**src/rtl/nibcrc_pkg.sv**
```systemverilog
package nibcrc_pkg;
  localparam int WORD_W = 32;
  localparam int CRC_W = 16;
  localparam int NIB_W = 4;
  localparam int NIBS = WORD_W / NIB_W;
  localparam int STEP_W = $clog2(NIBS);

  typedef struct packed {
    logic clear;
    logic load;
    logic step;
    logic finish;
  } crcCtl_t;

  function automatic logic [CRC_W-1:0] nibStep(input logic [CRC_W-1:0] c, input logic [NIB_W-1:0] n);
    logic [NIB_W-1:0] s;
    s = c[CRC_W-1 -: NIB_W] ^ n;
    return {c[CRC_W-NIB_W-1:0], 4'h0} ^ {s, 12'h000} ^ {7'h00, s, 5'h00} ^ {12'h000, s};
  endfunction

  function automatic logic [CRC_W-1:0] foldWord(input logic [CRC_W-1:0] c, input logic [WORD_W-1:0] w);
    logic [CRC_W-1:0] acc;
    acc = c;
    for (int i = NIBS - 1; i >= 0; i--) begin
      acc = nibStep(acc, w[i*NIB_W +: NIB_W]);
    end
    return acc;
  endfunction
endpackage

```
**src/rtl/nibcrc_ctrl.sv**
```systemverilog
module nibcrc_ctrl
  import nibcrc_pkg::*;
#(
  parameter int CNT_W = 16,
  parameter bit SERIAL = 1'b0
) (
  input  logic             clk,
  input  logic             rstN,
  input  logic             start,
  input  logic [CNT_W-1:0] wordCount,
  input  logic             inValid,
  output logic             inReady,
  output logic             done,
  output crcCtl_t          ctl
);
  localparam logic [STEP_W-1:0] LAST_STEP = STEP_W'(NIBS - 1);
  localparam logic [CNT_W-1:0] ONE = CNT_W'(1);

  typedef enum logic [1:0] {IDLE, RUN, FOLD} state_t;
  state_t state;
  logic [CNT_W-1:0] remaining;
  logic [STEP_W-1:0] stepCnt;
  logic accept;

  assign inReady = (state == RUN) && !start;
  assign accept = inValid && inReady;

  always_comb begin
    ctl = '0;
    if (start) begin
      ctl.clear = 1'b1;
      ctl.finish = (wordCount == '0);
    end else begin
      case (state)
        RUN: if (accept) begin
          ctl.load = 1'b1;
          ctl.finish = !SERIAL && (remaining == ONE);
        end
        FOLD: begin
          ctl.step = 1'b1;
          ctl.finish = (stepCnt == LAST_STEP) && (remaining == ONE);
        end
        default: ;
      endcase
    end
  end

  always_ff @(posedge clk) begin
    if (!rstN) begin
      state <= IDLE;
      remaining <= '0;
      stepCnt <= '0;
      done <= 1'b0;
    end else begin
      done <= ctl.finish;
      if (start) begin
        remaining <= wordCount;
        stepCnt <= '0;
        state <= (wordCount == '0) ? IDLE : RUN;
      end else begin
        case (state)
          RUN: if (accept) begin
            if (SERIAL) begin
              state <= FOLD;
              stepCnt <= '0;
            end else begin
              remaining <= remaining - ONE;
              if (remaining == ONE) state <= IDLE;
            end
          end
          FOLD: begin
            stepCnt <= stepCnt + 1'b1;
            if (stepCnt == LAST_STEP) begin
              remaining <= remaining - ONE;
              state <= (remaining == ONE) ? IDLE : RUN;
            end
          end
          default: ;
        endcase
      end
    end
  end
endmodule

```
**src/rtl/nibcrc_datapath.sv**
```systemverilog
module nibcrc_datapath
  import nibcrc_pkg::*;
#(
  parameter int CNT_W = 16,
  parameter bit SERIAL = 1'b0
) (
  input  logic              clk,
  input  logic              rstN,
  input  crcCtl_t           ctl,
  input  logic [CNT_W-1:0]  wordCount,
  input  logic [WORD_W-1:0] inData,
  output logic [CRC_W-1:0]  crcQ,
  output logic [CNT_W-1:0]  countQ
);
  always_ff @(posedge clk) begin
    if (!rstN) countQ <= '0;
    else if (ctl.clear) countQ <= wordCount;
  end

  generate
    if (SERIAL) begin : g_serial
      logic [WORD_W-1:0] shiftQ;
      always_ff @(posedge clk) begin
        if (!rstN) begin
          crcQ <= '0;
          shiftQ <= '0;
        end else if (ctl.clear) begin
          crcQ <= '0;
        end else if (ctl.load) begin
          shiftQ <= inData;
        end else if (ctl.step) begin
          crcQ <= nibStep(crcQ, shiftQ[WORD_W-1 -: NIB_W]);
          shiftQ <= {shiftQ[WORD_W-NIB_W-1:0], {NIB_W{1'b0}}};
        end
      end
    end else begin : g_unrolled
      always_ff @(posedge clk) begin
        if (!rstN) crcQ <= '0;
        else if (ctl.clear) crcQ <= '0;
        else if (ctl.load) crcQ <= foldWord(crcQ, inData);
      end
    end
  endgenerate
endmodule

```
**src/rtl/nibcrc_top.sv**
```systemverilog
module nibcrc_top
  import nibcrc_pkg::*;
#(
  parameter int CNT_W = 16,
  parameter bit SERIAL = 1'b0
) (
  input  logic                   clk,
  input  logic                   rstN,
  input  logic                   start,
  input  logic [CNT_W-1:0]       wordCount,
  input  logic                   inValid,
  input  logic [WORD_W-1:0]      inData,
  output logic                   inReady,
  output logic                   done,
  output logic [CRC_W-1:0]       crcOut,
  output logic [CNT_W+CRC_W-1:0] headerOut
);
  crcCtl_t ctl;
  logic [CNT_W-1:0] countQ;

  nibcrc_ctrl #(.CNT_W(CNT_W), .SERIAL(SERIAL)) u_ctrl (
    .clk(clk), .rstN(rstN), .start(start), .wordCount(wordCount),
    .inValid(inValid), .inReady(inReady), .done(done), .ctl(ctl)
  );

  nibcrc_datapath #(.CNT_W(CNT_W), .SERIAL(SERIAL)) u_dp (
    .clk(clk), .rstN(rstN), .ctl(ctl), .wordCount(wordCount),
    .inData(inData), .crcQ(crcOut), .countQ(countQ)
  );

  assign headerOut = {countQ, crcOut};
endmodule

```
**config.mk**
```make
export PLATFORM = sky130hd
export DESIGN_NAME = nibcrc_top
export DESIGN_NICKNAME = d
export VERILOG_FILES = /design/src/rtl/nibcrc_pkg.sv /design/src/rtl/nibcrc_ctrl.sv /design/src/rtl/nibcrc_datapath.sv /design/src/rtl/nibcrc_top.sv
export SDC_FILE = /design/constraint.sdc
export NUM_CORES = 1
export LEC_CHECK = 0
export BUFFER_PORTS_ARGS = -buffer_cell sky130_fd_sc_hd__buf_4
export CORE_ASPECT_RATIO = 0.6
export CORE_MARGIN = 2
export CORE_UTILIZATION = 48
export DETAILED_ROUTE_END_ITERATION = 10
export GPL_ROUTABILITY_DRIVEN = 0
export PLACE_DENSITY = 0.78
export SLEW_MARGIN = 20
export SYNTH_ARGS = -nofsm -noshare
export SYNTH_HDL_FRONTEND = slang
export SYNTH_HIERARCHICAL = 1
export SYNTH_SLANG_ARGS = --single-unit
export TNS_END_PERCENT = 20
```
**constraint.sdc**
```tcl
create_clock -name clk -period 2.48 [get_ports clk]
set_input_delay 0 -clock clk [delete_from_list [all_inputs] [get_ports clk]]
set_output_delay 0 -clock clk [all_outputs]
set_load 0.01 [all_outputs]
```
==> Word-level counts from Yosys, hierarchy flattened <==
Index checks and enable logic that the tools add are counted.
{ "word_totals": {"regBits": 54} }
{ "classes": {"addsub": 2, "eq_ne": 7, "mux": 19, "n_bitwise": 33, "reduce_logical": 10} }
{ "op_table": {"columns": ["op", "n"], "rows": [
  ["$xor A16 B16 Y16", 8],
  ["$xor A16 B4 Y16", 8],
  ["$xor A16 B9 Y16", 8],
  ["$mux W16", 3],
  ["$pmux W16 S2", 1],
  ["$xor A4 B4 Y4", 8],
  ["$eq A16 B1 Y1 const B", 1],
  ["$logic_not A16 Y1", 1],
  ["$sub A16 B1 Y16 const B", 1],
  ["$mux W2", 5],
  ["$mux W1", 8],
  ["$ne A3 B2 Y1 const B", 2],
  ["$pmux W2 S2", 1],
  ["$reduce_and A4 Y1", 1],
  ["$reduce_or A2 Y1", 2],
  ["$add A3 B1 Y3 const B", 1],
  ["$eq A3 B3 Y1 const B", 1],
  ["$logic_and A1 B1 Y1", 3],
  ["$ne A3 B3 Y1 const B", 1],
  ["$reduce_and A3 Y1", 1],
  ["$reduce_bool A3 Y1", 1],
  ["$eq A2 B1 Y1 const B", 1],
  ["$eq A2 B2 Y1 const B", 1],
  ["$pmux W1 S2", 1],
  ["2 further kinds", 2]
]} }

==> Logic depth before layout (Yosys ltp) <==
Gate-level depths: netlist of run 1.
{ "logic_depth": {"ltp_word": 32, "mapped_depth": 7} }

==> Hierarchy <==
The synthesis of run 1 kept the hierarchy.
{ "modules_own_cells": {"columns": ["module", "n_inst", "cells_each", "area_per_inst_um2", "seq_area_each_um2"], "rows": [
  ["nibcrc_datapath", 1, 197, 2376.0, 640.6],
  ["nibcrc_ctrl", 1, 120, 996.0, 360.3],
  ["nibcrc_top", 1, 16, 120.1, 0.0]
]} }

==> Worst setup path after synthesis of run 1 <==
OpenSTA, ideal clock, no wires.
{ "synth_path": {"path_type": "register to register", "from": "register u_dp.crcQ[14]", "to": "register u_dp.crcQ[8]", "t_arrival_ps": 2439, "t_required_ps": 2351, "path_slack_ps": -87, "path_stages_with_launch": 8, "n_path_buf": 0, "period_less_slack_ps": 2567, "path_cell_list": "dfxtp_1 -> xnor3_1 -> xnor3_2 -> xnor2_4 -> xnor3_1 -> xor3_1 -> mux2i_1 -> nor2_1"} }
{ "synth_via": {"elab_chain_len": 28, "elab_cells_between_ends": 32, "classes_between": "bitwise: 32"} }
{ "synth_lines": {"columns": ["element", "line_no", "rtl"], "rows": [
  ["start: declaration", "nibcrc_datapath.sv:12", "output logic [CRC_W-1:0] crcQ,"],
  ["start signal: assignment", "nibcrc_datapath.sv:40", "else if (ctl.load) crcQ <= foldWord(crcQ, inData);"],
  ["$xor A4 B4 Y4 (*)", "nibcrc_pkg.sv:17", "s = c[CRC_W-1 -: NIB_W] ^ n;"],
  ["$xor A16 B16 Y16 or $xor A16 B9 Y16 (tied branches)", "nibcrc_pkg.sv:18", "return {c[CRC_W-NIB_W-1:0], 4'h0} ^ {s, 12'h000} ^ {7'h00, s, 5'h00} ^ {12'h000, s};"],
  ["$xor A16 B9 Y16 or $xor A16 B4 Y16 (tied branches)", "nibcrc_pkg.sv:18", null],
  ["$xor A16 B4 Y16 (*)", "nibcrc_pkg.sv:18", null],
  ["$xor A4 B4 Y4 or $xor A16 B9 Y16 (tied branches)", "nibcrc_pkg.sv:17, nibcrc_pkg.sv:18", null],
  ["$xor A16 B16 Y16 (tied with other cells)", "nibcrc_pkg.sv:18", null],
  ["$xor A16 B9 Y16 (*)", "nibcrc_pkg.sv:18", null],
  ["$xor A16 B4 Y16 (*)", "nibcrc_pkg.sv:18", null],
  ["[... 12 more ...]", null, null],
  ["$xor A16 B9 Y16 or $xor A16 B4 Y16 (tied branches)", "nibcrc_pkg.sv:18", null],
  ["$xor A16 B4 Y16 (*)", "nibcrc_pkg.sv:18", null],
  ["$xor A16 B16 Y16 (*)", "nibcrc_pkg.sv:18", null],
  ["$xor A16 B9 Y16 (*)", "nibcrc_pkg.sv:18", null],
  ["$xor A16 B4 Y16 (*)", "nibcrc_pkg.sv:18", null],
  ["$xor A4 B4 Y4", "nibcrc_pkg.sv:17", null],
  ["$xor A16 B9 Y16 (*)", "nibcrc_pkg.sv:18", null],
  ["$xor A16 B4 Y16 (*)", "nibcrc_pkg.sv:18", null]
]} }
Mark *: on every way between the ends. The rest lies on a longest branch, timed or not.
A chain may end at the register's enable or synchronous reset.

==> Worst setup path in the final report of run 1 <==
{ "layout_path": {"from": "register u_dp.crcQ[14]", "to": "register u_dp.crcQ[10]"} }
{ "layout_via": {"elab_chain_len": 28} }
{ "layout_lines": {"columns": ["element", "line_no"], "rows": [
  ["$xor A4 B4 Y4 (*)", "nibcrc_pkg.sv:17"],
  ["$xor A16 B16 Y16", "nibcrc_pkg.sv:18"],
  ["$xor A16 B9 Y16", "nibcrc_pkg.sv:18"],
  ["$xor A16 B4 Y16 (*)", "nibcrc_pkg.sv:18"],
  ["$xor A4 B4 Y4", "nibcrc_pkg.sv:17"],
  ["$xor A16 B16 Y16", "nibcrc_pkg.sv:18"],
  ["$xor A16 B9 Y16", "nibcrc_pkg.sv:18"],
  ["$xor A16 B4 Y16 (*)", "nibcrc_pkg.sv:18"],
  ["[... 12 more ...]", null],
  ["$xor A4 B4 Y4 (*)", "nibcrc_pkg.sv:17"],
  ["$xor A16 B4 Y16 (*)", "nibcrc_pkg.sv:18"],
  ["$xor A16 B16 Y16 (*)", "nibcrc_pkg.sv:18"],
  ["$xor A16 B9 Y16 (*)", "nibcrc_pkg.sv:18"],
  ["$xor A16 B4 Y16 (*)", "nibcrc_pkg.sv:18"],
  ["$xor A16 B16 Y16 (*)", "nibcrc_pkg.sv:18"],
  ["$xor A16 B9 Y16 (*)", "nibcrc_pkg.sv:18"],
  ["$xor A16 B4 Y16 (*)", "nibcrc_pkg.sv:18"]
]} }
Marks and branches as above.

==> flow_summary.ini, run 1 <==
[layout]
n_antenna_cell = 0
nNetsFinal = 501
drive_gt1_share_pct = 41.1
instances_no_fill = 535
area_growth_pct = 37.6

[drt]
drc_errors = 0
wire_per_inst_um = 17.6
finalWirelength_um = 9420
vias = 2838
wl_met3_um = 696
top_layer_used = met4
wl_met1_um = 4760
viasPerCell = 5.30
firstDrtPassIters = 5
first_iter_violations = 236
detail-route-antenna-nets = 0
dr_wl_met2_um = 3900

[worst_setup_path]
crit_required_ps = 2630
critPathKind = flip-flop to flip-flop
path_cells = buf_4 -> xnor2_2 -> xnor3_2 -> xnor2_4 -> buf_4 -> xnor2_4 -> xnor3_1 -> mux2i_1 -> nor2_1
critical_path.max_fanout = 4
critPathArrivalTime_ps = 2610
reg2reg_to = u_dp/crcQ[10]
crit_path_top_delay_cell = xnor3_2
worstSetupStartpointType = flip-flop
rr_worst_depth = 9
crit_path_max_incr_delay_ps = 450
r2r_start = u_dp/crcQ[14]
reg2reg_setup_slack_ps = 20
crit_path_end_kind = flip-flop

[sta]
fin_skew_ps = 3.34
min_period_ps = 2460
max_freq_ghz = 0.406
relSlewSlack_pct = 50.3
finalSetupViolations = 0
final-hold-violation-count = 0
hold-worst-slack_ps = 5.78
period_share_pct = 99.2
rsz0062_at_grt = true
report.final.slew_viol_count = 0
worst_pin_slew_ps = 745

[global_route]
grt_usage_pct = 23.5
antenna_found_initial = 0
grt_pass1_vias = 2669
grt.overflow.total = 0
grt_max_degree = 33
grt_pass1_wl_um = 14600

[clock_network]
cts-root-buf = clkbuf_16
path_clk_slew_ps = 70
clkSinkCount = 50
cts_buffers = 5
clk_path_buf_depth = 2
clk_latency_ps = 290
ctsHtreeMaxLevel = 2
cts_tree = built

[placed_design]
placed_cells = 516
portBuffers = 101
place.detailed.hpwl_um = 7050

[job]
cap_viol_max_count = 0

[floorplan]
die_x_um = 114
fp.dieH_um = 70.0
row_count = 23
coreArea_um2 = 6850
io_pins = 102
dieArea_um2 = 7970
initial_core_util_pct = 50.8

[worst_hold_path]
hp-start = wordCount[12]
worst_hold_path.endpoint = u_dp/countQ[12]
min_path_cells = 3
min_path_type = input pin to flip-flop

[power]
powerDensity_nw_per_um2 = 890
vdd_ir_drop_max_uv = 586
power_leakage_nw = 2.13

[yosys]
ys_warn_count = 6
syn-cell-area_um2 = 3480
syn_nets = 385
synth_area_per_cell_um2 = 10.5
synthCells = 331

[outcome]
status = finished, final reports clean
[timing repair]
action | 4_1_cts | 5_1_grt
pin swaps | 5 | 10
buffers inserted | 3 | 3
hold endpoints to repair | 5 | 0
endpoints found under the setup margin | 11 | 10
resized for setup | 9 | 15
hold buffers | 5 | 0
[worst max-delay path by stage]
| stage | startpoint | endpoint |
|---|---|---|
| finish | u_dp/crcQ[14] | u_dp/crcQ[10] |
| global route | u_dp/crcQ[3] | u_dp/crcQ[8] |
| CTS | u_dp/crcQ[10] | u_dp/crcQ[10] |
| detailed placement | u_dp/crcQ[15] | u_dp/crcQ[12] |
| global placement | u_dp/crcQ[12] | u_dp/crcQ[8] |
| floorplan | u_dp/crcQ[12] | u_dp/crcQ[8] |
[flip-flops by register name, summed over array words and instances (netlist names)]
signal / count
u_ctrl/state: 1
u_ctrl/remaining: 16
u_dp/crcQ: 16
u_ctrl/done: 1
u_dp/countQ: 16
[stage by stage]
step	cell area, µm²	worst slack [ps]	TNS (ps)	total power (W)	util [%]
3_5_place_dp	4380	-210	-916	0.00322	63.9
5_1_grt	4790	-95.9	-382	0.00447	69.9
3_3_place_gp	4380	-26.8	-63.5	0.00318	63.9
6_report	4790	18.8	0	0.00426	69.9
4_1_cts	4660	8.10	0	0.00413	68.0
2_1_floorplan	3480	5.57	0	0.00262	-
[worst max-delay path: cells and delay by family, from the launching register on]
| kind | cells | cell delay, ps |
|---|---|---|
| and+or+nand+nor | 1 | 50 |
| muxes | 1 | 140 |
| buffers and inverters | 2 | 300 |
| xor gates and xnor gates | 5 | 1500 |
| DFF | 1 | 320 |
[placed cells by master, fill, tap and decap left out, drive strengths merged, types with 3 or more instances in the layout]
master and n:
dfxtp 50, xnor3 18, nand4 4, nor4 5, nor2 25, xnor2 60, a21oi 7, xor2 16
nand4b 3, buf 134, o21ai 16, mux2i 24, inv 7, clkbuf 5, a211oi 9, nand2 5
nor2b 18, a31oi 5, dlygate4sd3 5, nand3 4, xor3 5
[routing by layer]
metal  up-vias  track usage (%)
met4         0             3.79
met1      1343             37.9
met5         -                0
met2       126             31.7
li1       1360                -
met3         9             5.30
[layout make-up]
cell class	instances	area [µm²]
tap	87	109
inverter	5	18.8
fill	487	2060
multi-input combinational	246	2430
clock buffer	5	125
timing repair buffer	139	1060
sequential	50	1010
clock inverter	3	47.5
[power breakdown]
part	leakage, nW	total, W	switching [W]	internal (W)
combinational	1.63	0.00256	0.00113	0.00143
clock	0.0848	0.000806	0.000323	0.000484
sequential	0.413	0.000899	0.0000480	0.000852
Power figures use the tool's default switching activity.
==> run 2, diff against run 1 <==
--- a/config.mk
+++ b/config.mk
@@ -8,10 +8,11 @@
 export BUFFER_PORTS_ARGS = -buffer_cell sky130_fd_sc_hd__buf_4
 export CORE_ASPECT_RATIO = 0.6
 export CORE_MARGIN = 2
-export CORE_UTILIZATION = 48
+export CORE_UTILIZATION = 49
+export CTS_BUF_LIST = sky130_fd_sc_hd__clkbuf_4
 export DETAILED_ROUTE_END_ITERATION = 10
 export GPL_ROUTABILITY_DRIVEN = 0
-export PLACE_DENSITY = 0.78
+export PLACE_DENSITY = 0.79
 export SLEW_MARGIN = 20
 export SYNTH_ARGS = -nofsm -noshare
 export SYNTH_HDL_FRONTEND = slang
==> constraint.sdc (replaced) <==
create_clock -name clk -period 2.48 [get_ports clk]
set_input_delay 0 -clock clk [delete_from_list [all_inputs] [get_ports clk]]
set_output_delay 0 -clock clk [all_outputs]
set_load 0.05 [all_outputs]
==> run 2 against run 1 <==
  * The run now ends with setup timing left
  * Critical path type unchanged
  * Combinational power rose by 5%
  * Routed wire length is 6.3% higher
  * Setup slack got worse by 24 ps
  * Highest routed layer unchanged
  * Largest cell class unchanged
  * Hold slack improved by 28 ps
==> flow_summary.ini, run 2 (synthesis gave the netlist of run 1 again) <==
[clock_network]
clkSinkCount = 50
ctsHtreeMaxLevel = 2
cts_buffers = 5
clk_path_buf_depth = 2
path_clk_slew_ps = 160
cts-root-buf = clkbuf_4
clk_latency_ps = 390
cts_tree = built

[global_route]
grt_usage_pct = 25.2
grt_pass1_wl_um = 15500
grt_max_degree = 33
grt_pass1_vias = 2894
antenna_found_initial = 0
grt.overflow.total = 0

[floorplan]
row_count = 23
die_x_um = 113
io_pins = 102
initial_core_util_pct = 51.5
fp.dieH_um = 69.3
dieArea_um2 = 7820
coreArea_um2 = 6760

[sta]
rsz0062_at_grt = true
relSlewSlack_pct = 48.5
fin_ws_ps = -4.83
min_period_ps = 2480
period_share_pct = 100
final-hold-violation-count = 0
fin_skew_ps = 14.4
tns_ps = -4.83
report.final.slew_viol_count = 0
worst_pin_slew_ps = 772
max_freq_ghz = 0.402
finalSetupViolations = 1

[drt]
viasPerCell = 5.42
dr_wl_met2_um = 4180
first_iter_violations = 216
firstDrtPassIters = 5
vias = 2958
detail-route-antenna-nets = 0
drc_errors = 0
wl_met1_um = 4750
wire_per_inst_um = 18.3
wl_met3_um = 916
top_layer_used = met4
finalWirelength_um = 10000

[placed_design]
place.detailed.hpwl_um = 7110
portBuffers = 101

[worst_setup_path]
path_cells = xnor2_1 -> xnor3_1 -> xor2_1 -> xnor3_2 -> xor3_1 -> mux2i_1 -> nor2_1
critical_path.max_fanout = 4
reg2reg_to = u_dp/crcQ[8]
rr_worst_depth = 7
crit_path_max_incr_delay_ps = 520
reg2reg_setup_slack_ps = -5
crit_required_ps = 2750
r2r_start = u_dp/crcQ[11]
critPathArrivalTime_ps = 2760
crit_path_end_kind = flip-flop
critPathBufInv = 0
worstSetupStartpointType = flip-flop
crit_family = XOR/XNOR gates
critPathKind = flip-flop to flip-flop
cp_num_cells = 7
crit_path_top_delay_cell = xnor3_1

[power]
power_leakage_nw = 2.17
powerDensity_nw_per_um2 = 856
p_total_w = 0.00418
vdd_ir_drop_max_uv = 475

[worst_hold_path]
min_path_cells = 4
worst_hold_path.endpoint = u_ctrl/remaining[1]
hp-start = inValid
min_path_type = input pin to flip-flop

[layout]
post-route-util_pct = 72.2
n_antenna_cell = 0
final_common_cell = buf_4
drive_gt1_share_pct = 39.7
reg_top3 = u_ctrl/remaining: 16 flops, u_dp/countQ: 16 flops, u_dp/crcQ: 16 flops
area_growth_pct = 40.3
nNetsFinal = 512
final_cell_mix = 124 x buf_4, 41 x xnor2_1, 41 x dfxtp_1

[outcome]
status = finished with violations
failed_checks = setup timing

[job]
cap_viol_max_count = 0
[run 2: timing repair]
action,4_1_cts,5_1_grt
buffers inserted,0,2
pin swaps,2,15
setup endpoints to repair,3,12
hold buffers,25,0
hold endpoints to repair,31,0
gates resized for setup,3,24
[run 2: final cells by class]
type	instances	area (µm²)
clock buffer	5	37.5
clock inverter	3	63.8
fill	464	1880
inverter	5	18.8
multi-input combinational	246	2440
sequential	50	1020
tap	87	109
timing repair buffer	150	1190
[run 2: worst max path at each step]
stage | to | from | slack, ps
after global placement | u_dp/crcQ[8] | u_dp/crcQ[11] | 20
after floorplan | u_dp/crcQ[8] | u_dp/crcQ[12] | -90
final | u_dp/crcQ[8] | u_dp/crcQ[11] | -5
after global routing | u_dp/crcQ[8] | u_dp/crcQ[2] | -80
after CTS | u_dp/crcQ[8] | u_dp/crcQ[12] | 1
after detailed placement | u_dp/crcQ[8] | u_dp/crcQ[2] | -3
[run 2: stage by stage]
stage	hold WS, ps	std cells	area (µm²)	setup WS [ps]
after floorplan	128	331	3490	-89.0
after CTS	23.0	544	4720	1.28
final	33.8	546	4880	-4.83
after global placement	264	511	4350	22.0
after global routing	57.2	546	4880	-77.2
after detailed placement	276	511	4350	-2.70
[run 2: layer usage]
metal	global-route usage, %	vias to the layer above
met5	0	-
li1	-	1378
met2	35.2	154
met4	5.96	0
met3	6.12	19
met1	39.0	1407
[run 2: worst min-delay path: cells and delay by family]
kind | cells | cell delay (ps)
and+or+nand+nor | 1 | 50
AOI/OAI and AO/OA | 2 | 220
buffers and inverters | 1 | 110
[run 2: where the power goes]
group	total, W	switching [W]	leakage, nW	internal (W)
registers	0.000900	0.0000482	0.416	0.000851
clock network	0.000598	0.000287	0.0528	0.000311
logic	0.00268	0.00125	1.70	0.00143
total	0.00418	0.00159	2.17	0.00259
